--- config.mk ---
export PLATFORM = sky130hd
export DESIGN_NAME = uart_rx_flags
export DESIGN_NICKNAME = d
export VERILOG_FILES = /design/src/rtl/uarx_pkg.sv /design/src/rtl/uarx_sampler.sv /design/src/rtl/uarx_deframer.sv /design/src/rtl/uarx_holding.sv /design/src/rtl/uart_rx_flags.sv
export SDC_FILE = /design/constraint.sdc
export NUM_CORES = 1
export LEC_CHECK = 0
export BUFFER_PORTS_ARGS = -buffer_cell sky130_fd_sc_hd__buf_2
export CAP_MARGIN = 20
export CORE_ASPECT_RATIO = 1.1
export CORE_MARGIN = 3
export CORE_UTILIZATION = 40
export DETAILED_ROUTE_END_ITERATION = 16
export PLACE_DENSITY = 0.6
export RECOVER_POWER = 50
export SLEW_MARGIN = 20
export SYNTH_ARGS = -nofsm -noshare
export SYNTH_HDL_FRONTEND = slang
export SYNTH_SLANG_ARGS = --single-unit
--- constraint.sdc ---
create_clock -name clk -period 2.1 [get_ports clk]
set_input_delay 0.21 -clock clk [delete_from_list [all_inputs] [get_ports clk]]
set_output_delay 0.21 -clock clk [all_outputs]
set_load 0.1 [all_outputs]
--- src/rtl/uarx_pkg.sv ---
package uarx_pkg;

   typedef enum logic [2:0] {
      ST_IDLE,
      ST_START,
      ST_DATA,
      ST_PAR,
      ST_STOP1,
      ST_STOP2
   } rx_state_e;

   typedef struct packed {
      logic noise;
      logic frame;
      logic parity;
   } word_err_t;

endpackage

--- src/rtl/uarx_sampler.sv ---
module uarx_sampler #(
   parameter int SYNC_STAGES = 2
) (
   input  logic clk,
   input  logic rst_n,
   input  logic en,
   input  logic tick,
   input  logic rx,
   output logic rx_s,
   output logic maj,
   output logic dis
);

   if (SYNC_STAGES < 0) begin : g_bad_sync
      $error("SYNC_STAGES must not be negative");
   end

   if (SYNC_STAGES == 0) begin : g_direct
      assign rx_s = rx;
   end else begin : g_sync
      for (genvar k = 0; k < SYNC_STAGES; k++) begin : g_st
         logic q;
         if (k == 0) begin : g_first
            always_ff @(posedge clk or negedge rst_n) begin
               if (!rst_n) q <= 1'b1;
               else        q <= rx;
            end
         end else begin : g_next
            always_ff @(posedge clk or negedge rst_n) begin
               if (!rst_n) q <= 1'b1;
               else        q <= g_st[k-1].q;
            end
         end
      end
      assign rx_s = g_st[SYNC_STAGES-1].q;
   end

   // previous two tick samples; the current one is rx_s itself
   logic [1:0] hist;

   always_ff @(posedge clk or negedge rst_n) begin
      if (!rst_n)      hist <= 2'b11;
      else if (!en)    hist <= 2'b11;
      else if (tick)   hist <= {hist[0], rx_s};
   end

   assign maj = (hist[1] & hist[0]) | (hist[1] & rx_s) | (hist[0] & rx_s);
   assign dis = !((hist[1] == hist[0]) && (hist[0] == rx_s));

endmodule

--- src/rtl/uarx_deframer.sv ---
module uarx_deframer
   import uarx_pkg::*;
#(
   parameter int OVS    = 16,
   parameter int DATA_W = 8
) (
   input  logic              clk,
   input  logic              rst_n,
   input  logic              en,
   input  logic              tick,
   input  logic              rx_s,
   input  logic              maj,
   input  logic              dis,
   input  logic              cfg_nine,
   input  logic              cfg_par_en,
   input  logic              cfg_par_odd,
   input  logic              cfg_two_stop,
   output logic              word_vld,
   output logic [DATA_W:0]   word,
   output word_err_t         werr
);

   localparam int SH_W  = DATA_W + 1;
   localparam int CNT_W = $clog2(OVS);
   localparam int BN_W  = $clog2(SH_W + 1);
   localparam int MID   = OVS / 2;

   if (OVS < 4) begin : g_bad_ovs
      $error("OVS must be at least 4");
   end
   if (DATA_W < 1) begin : g_bad_dw
      $error("DATA_W must be at least 1");
   end

   rx_state_e         state;
   logic [CNT_W-1:0]  cnt;
   logic [BN_W-1:0]   bitn;
   logic [SH_W-1:0]   sh;
   logic              par_bit;
   logic              noise_acc;
   logic              ferr_q;

   logic              decide;
   logic              bit_end;
   logic              last;
   logic [BN_W-1:0]   nbits;
   logic [SH_W-1:0]   asm_word;
   logic              emit_frame;
   logic              emit_par;

   assign decide   = tick && (state != ST_IDLE) && (cnt == CNT_W'(MID + 1));
   assign bit_end  = tick && (cnt == CNT_W'(OVS - 1));
   assign last     = ((state == ST_STOP1) && !cfg_two_stop) || (state == ST_STOP2);
   assign nbits    = cfg_nine ? BN_W'(SH_W) : BN_W'(DATA_W);
   assign asm_word = cfg_nine ? sh : {1'b0, sh[SH_W-1:1]};
   assign emit_frame = (state == ST_STOP1) ? !maj : ferr_q;
   assign emit_par   = cfg_par_en && (((^asm_word) ^ par_bit) != cfg_par_odd);

   always_ff @(posedge clk or negedge rst_n) begin
      if (!rst_n) begin
         state <= ST_IDLE;  cnt <= '0;  bitn <= '0;  sh <= '0;
         par_bit <= 1'b0;  noise_acc <= 1'b0;  ferr_q <= 1'b0;
         word_vld <= 1'b0;  word <= '0;  werr <= '0;
      end else if (!en) begin
         state <= ST_IDLE;  cnt <= '0;  bitn <= '0;
         noise_acc <= 1'b0;  ferr_q <= 1'b0;  word_vld <= 1'b0;
      end else begin
         word_vld <= 1'b0;
         if (state == ST_IDLE) begin
            if (tick && !rx_s) begin
               state <= ST_START;  cnt <= CNT_W'(1);  bitn <= '0;
               noise_acc <= 1'b0;  ferr_q <= 1'b0;
            end
         end else begin
            if (tick) cnt <= (cnt == CNT_W'(OVS - 1)) ? '0 : cnt + 1'b1;
            if (decide) noise_acc <= noise_acc | dis;
            case (state)
               ST_START: begin
                  if (decide && maj) state <= ST_IDLE;
                  else if (bit_end)  state <= ST_DATA;
               end
               ST_DATA: begin
                  if (decide) begin
                     sh   <= {maj, sh[SH_W-1:1]};
                     bitn <= bitn + 1'b1;
                  end
                  if (bit_end && bitn == nbits)
                     state <= cfg_par_en ? ST_PAR : ST_STOP1;
               end
               ST_PAR: begin
                  if (decide)  par_bit <= maj;
                  if (bit_end) state <= ST_STOP1;
               end
               ST_STOP1: begin
                  if (decide) ferr_q <= !maj;
                  if (bit_end) state <= ST_STOP2;
               end
               default: ;
            endcase
            if (decide && last) begin
               state       <= ST_IDLE;
               word_vld    <= 1'b1;
               word        <= asm_word;
               werr.noise  <= noise_acc | dis;
               werr.frame  <= emit_frame;
               werr.parity <= emit_par;
            end
         end
      end
   end

   a_r2_emit_from_stop: assert property (@(posedge clk) disable iff (!rst_n)
      word_vld |-> ($past(state) == ST_STOP1 || $past(state) == ST_STOP2));

   a_r11_idle_when_off: assert property (@(posedge clk) disable iff (!rst_n)
      !en |=> (state == ST_IDLE && !word_vld));

   a_r7_one_word_pulse: assert property (@(posedge clk) disable iff (!rst_n)
      word_vld |=> !word_vld);

endmodule

--- src/rtl/uarx_holding.sv ---
module uarx_holding
   import uarx_pkg::*;
#(
   parameter int DATA_W = 8
) (
   input  logic              clk,
   input  logic              rst_n,
   input  logic              en,
   input  logic              word_vld,
   input  logic [DATA_W:0]   word,
   input  word_err_t         werr,
   input  logic              stat_rd,
   input  logic              data_rd,
   output logic              avail,
   output logic [DATA_W-1:0] data,
   output logic              bit8,
   output logic              nf,
   output logic              ff,
   output logic              pf,
   output logic              of
);

   logic armed;
   logic clr;

   assign clr = data_rd && armed;

   always_ff @(posedge clk or negedge rst_n) begin
      if (!rst_n) begin
         avail <= 1'b0;  data <= '0;  bit8 <= 1'b0;  armed <= 1'b0;
         nf <= 1'b0;  ff <= 1'b0;  pf <= 1'b0;  of <= 1'b0;
      end else if (!en) begin
         avail <= 1'b0;  armed <= 1'b0;
         nf <= 1'b0;  ff <= 1'b0;  pf <= 1'b0;  of <= 1'b0;
      end else begin
         if (stat_rd && avail) armed <= 1'b1;
         if (clr) begin
            avail <= 1'b0;  armed <= 1'b0;
            nf <= 1'b0;  ff <= 1'b0;  pf <= 1'b0;  of <= 1'b0;
         end
         if (word_vld) begin
            if (avail && !clr) begin
               of <= 1'b1;
            end else begin
               avail <= 1'b1;
               data  <= word[DATA_W-1:0];
               bit8  <= word[DATA_W];
               nf    <= werr.noise;
               ff    <= werr.frame;
               pf    <= werr.parity;
            end
         end
      end
   end

   a_r2_avail_from_word: assert property (@(posedge clk) disable iff (!rst_n)
      $rose(avail) |-> $past(word_vld));

   a_r8_avail_clear_cause: assert property (@(posedge clk) disable iff (!rst_n)
      $fell(avail) |-> ($past(data_rd && armed) || !$past(en)));

   a_r9_overrun_keeps_data: assert property (@(posedge clk) disable iff (!rst_n)
      (en && word_vld && avail && !clr) |=> (of && avail && $stable(data)));

   a_r11_empty_after_off: assert property (@(posedge clk) disable iff (!rst_n)
      !en |=> (!avail && !of && !nf && !ff && !pf));

endmodule

--- src/rtl/uart_rx_flags.sv ---
module uart_rx_flags
   import uarx_pkg::*;
#(
   parameter int OVS         = 16,
   parameter int DATA_W      = 8,
   parameter int SYNC_STAGES = 2
) (
   input  logic              clk,
   input  logic              rst_n,
   input  logic              en,
   input  logic              baud_tick,
   input  logic              rx,
   input  logic              cfg_nine,
   input  logic              cfg_par_en,
   input  logic              cfg_par_odd,
   input  logic              cfg_two_stop,
   input  logic              rie,
   input  logic              stat_rd,
   input  logic              data_rd,
   output logic              rx_avail,
   output logic [DATA_W-1:0] rx_data,
   output logic              rx_bit8,
   output logic              err_noise,
   output logic              err_frame,
   output logic              err_parity,
   output logic              err_overrun,
   output logic              irq
);

   logic              rx_s;
   logic              maj;
   logic              dis;
   logic              word_vld;
   logic [DATA_W:0]   word;
   word_err_t         werr;

   uarx_sampler #(.SYNC_STAGES(SYNC_STAGES)) u_sampler (
      .clk(clk), .rst_n(rst_n), .en(en), .tick(baud_tick), .rx(rx),
      .rx_s(rx_s), .maj(maj), .dis(dis)
   );

   uarx_deframer #(.OVS(OVS), .DATA_W(DATA_W)) u_deframer (
      .clk(clk), .rst_n(rst_n), .en(en), .tick(baud_tick),
      .rx_s(rx_s), .maj(maj), .dis(dis),
      .cfg_nine(cfg_nine), .cfg_par_en(cfg_par_en),
      .cfg_par_odd(cfg_par_odd), .cfg_two_stop(cfg_two_stop),
      .word_vld(word_vld), .word(word), .werr(werr)
   );

   uarx_holding #(.DATA_W(DATA_W)) u_holding (
      .clk(clk), .rst_n(rst_n), .en(en),
      .word_vld(word_vld), .word(word), .werr(werr),
      .stat_rd(stat_rd), .data_rd(data_rd),
      .avail(rx_avail), .data(rx_data), .bit8(rx_bit8),
      .nf(err_noise), .ff(err_frame), .pf(err_parity), .of(err_overrun)
   );

   assign irq = rie & rx_avail;

   a_r10_irq_rise: assert property (@(posedge clk) disable iff (!rst_n)
      $rose(irq) |-> (rie && rx_avail));

endmodule

==> results.sh <==
export IMPL_setup_tns_ns=0
export IMPL_drive_above_1_share_pct=24.7
export IMPL_final_core_util_pct=47.1
export IMPL_grt_pass1_wl_mm=9.32
export IMPL_drv_slew=0
export IMPL_min_path_cells=3
export IMPL_synth_most_common_cell="dfrtp_1"
export IMPL_worstSetupEndpointType="flip-flop"
export IMPL_initialDrtViolationCount=75
export IMPL_reg2reg_depth=7
export IMPL_grt_max_degree=27
export IMPL_synthesis_instances=256
export IMPL_period_needed_ns=1.90
export IMPL_coreArea_mm2=0.00663
export IMPL_ir_drop_mv=0.382
export IMPL_syn_nets=273
export IMPL_top_layer="met4"
export IMPL_crit_start="u_deframer.cnt[1]"
export IMPL_io_buffers=26
export IMPL_cp_data_required_time_ns=2.30
export IMPL_die_area_mm2=0.00790
export IMPL_synth_fa_ha_area_share_pct=2.28
export IMPL_die_h_um=92.9
export IMPL_rsz0062_at_grt="no"
export IMPL_placed_area_mm2=0.00301
export IMPL_postLayoutCellArea_mm2=0.00313
export IMPL_async_flop_share_pct=100
export IMPL_synth_seq_area_share_pct=50.3
export IMPL_antenna_found_initial=0
export IMPL_clk_insertion_delay_late_ns=0.31
export IMPL_dr_pass1_iters=5
export IMPL_max_freq_ghz=0.526
export IMPL_dr_wl_met2_mm=2.53
export IMPL_cts_tree="done"
export IMPL_total_power_uw=2300
export IMPL_worstSetupPathType="flip-flop to flip-flop"
export IMPL_cts_max_level=2
export IMPL_min_to="u_holding.armed"
export IMPL_reg2reg_slack_ns=0.20
export IMPL_period_share_pct=90.5
export IMPL_worstPathArrival_ns=2.10
export IMPL_synth_top_family_by_area="simple AND/OR/NAND/NOR gates"
export IMPL_yosys_most_used_dff="dfrtp_1"
export IMPL_r2r_start="u_deframer.cnt[1]"
export IMPL_wirelength_mm=5.30
export IMPL_setup_slack_ns=0.199
export IMPL_synthSimpleGateAreaFrac_pct=15.5
export IMPL_drc=0
export IMPL_relSlewSlack_pct=3.95
export IMPL_grt_remaining_overflow=0
export IMPL_setup_viol=0
export IMPL_p_leak_uw=0.00143
export IMPL_status="finished clean"
export IMPL_netlist_area_leader_share_pct=46.5
export IMPL_area_growth_syn_to_layout_pct=13.8
export IMPL_synthMuxAreaShare_pct=12.5
export IMPL_worstMarginPinSlew_ns=1.44
export IMPL_ant_nets=0
export IMPL_cts_inserted_buffers=5
export IMPL_via_count=1962
export IMPL_preCtsSetupSlack_ns=0.224
export IMPL_vias_per_cell=5.25
export IMPL_wire_per_inst_um=14.2
export IMPL_synth_area_mm2=0.00275
export IMPL_wl_met1_mm=2.45
export IMPL_place_congestion=0.938
export IMPL_grt_usage_pct=14.6
export IMPL_synthTopCellsByCount="dfrtp_1, nand2_1, o21ai_0, mux2_2, nor2_1"
export IMPL_cts_resized=0
export IMPL_numClockSinks=55
export IMPL_diodes=0
export IMPL_clk_pin_slew_worst_paths_ns=0.11
export IMPL_ios=27
export IMPL_dr_wl_met3_um=241
export IMPL_cp_start_kind="flip-flop"
export IMPL_skew_ns=0.0117
export IMPL_ys_ff_latch=55
export IMPL_initial_core_util_pct=41.4
export IMPL_yosysUniqueCellTypes=43
export IMPL_synth_area_leaders="dfrtp_1, mux2_2, mux2i_1, nand2_1, dfstp_2"
export IMPL_powerDensity_mw_per_mm2=734
export IMPL_synth_area_leader_cell="dfrtp_1"
export IMPL_core_rowCount=31
export IMPL_clockRootBuffer="clkbuf_8"
export IMPL_synth_avg_cell_area_um2=10.7
export IMPL_finalHoldViolations=0
export IMPL_yosys_warnings=0
export IMPL_hold_class="input port to flip-flop"
export IMPL_synth_compound_area_share_pct=12.4
export IMPL_num_fill_cells=615
export IMPL_clockBufferDepth=2
export IMPL_r2r_end="u_deframer.state[2]"
export IMPL_path_max_fanout=5
export IMPL_maxCapViolCount=0
export IMPL_holdCritStartpoint="data_rd"
export IMPL_yosys_area_share_xor_xnor_pct=3.83
export IMPL_grt_pass1_vias=1988
export IMPL_dieWidth_um=85.0
export IMPL_post_dp_hpwl_mm=4.05
export IMPL_synth_edf_count=0
export IMPL_fin_nets=308
## registers in the layout, summed over array words and instances, names as in the netlist, 2 cells and up
signal	count
u_deframer.sh	9
u_deframer.word	9
u_holding.data	8
u_deframer.bitn	4
u_deframer.cnt	4
u_deframer.state	3
u_deframer.werr	3
u_sampler.hist	2
## how the worst max path moves through the flow
stage	to	slack, ns	depth (start not counted)
after global placement	u_deframer.state[2]	0.25	7
after global routing	u_deframer.word[2]	0.06	3
after CTS	u_deframer.sh[7]	0.20	7
after floorplan	u_deframer.sh[0]	0.30	7
final	u_deframer.state[2]	0.20	7
after detailed placement	u_deframer.sh[6]	0.22	7
## logic make-up (layout without fill, tap and decap cells)
kind of cell	after synthesis	in the layout
compound gates	52	52
xor+xnor	12	12
fa+ha+maj	5	5
buf+inv	20	56
flops	55	55
mux	32	32
simple gates	80	80
## layer usage
| metal | vias to the layer above | GRT usage (%) |
|---|---|---|
| li1 | 972 | - |
| met1 | 943 | 18.8 |
| met2 | 37 | 24.2 |
| met3 | 10 | 3.38 |
| met4 | 0 | 4.62 |
| met5 | - | 0 |
## stage by stage
stage	hold slack, ns	instances
floorplan	-0.0856	256
global placement	0.246	364
detailed placement	0.255	364
CTS	0.210	374
global route	0.217	374
finish	0.213	374
## what timing repair did
action / in CTS / in global routing
hold endpoints to repair: 21 / 0
buffers inserted: 0 / 0
hold buffers: 2 / 0
## critical path, cell delays in order, from the launching register on
cell and delay (ns):
dfrtp_1 0.44, inv_1 0.07, ha_1 0.21, nand4b_4 0.15, nor4b_4 0.31, a21oi_1 0.11
o41a_1 0.41, o21a_1 0.10
## final cells by class
cell class	count	area, µm²	share of cell area [%]
Sequential cell	55	1380	44.2
Clock buffer	5	68.8	2.20
Timing Repair Buffer	40	239	7.64
Tap cell	82	103	3.28
Clock inverter	3	27.5	0.880
Multi-Input combinational cell	181	1280	40.9
Inverter	8	30.0	0.960
## power by group
group          internal, µW  switching [µW]
clock network           248             372
registers              1090            44.9
logic                   214             323
## cells in the final DEF (no fill, tap or decap), drive strengths merged, types with 10 or more instances in the layout
cell	synthesis	final
inv	8	10
mux2i	13	13
xnor2	11	11
nor2	16	16
o21ai	20	20
a21oi	10	10
nand2	31	31
buf	7	37
mux2	19	19
dfrtp	51	51
(Power assumes the default switching activity.)
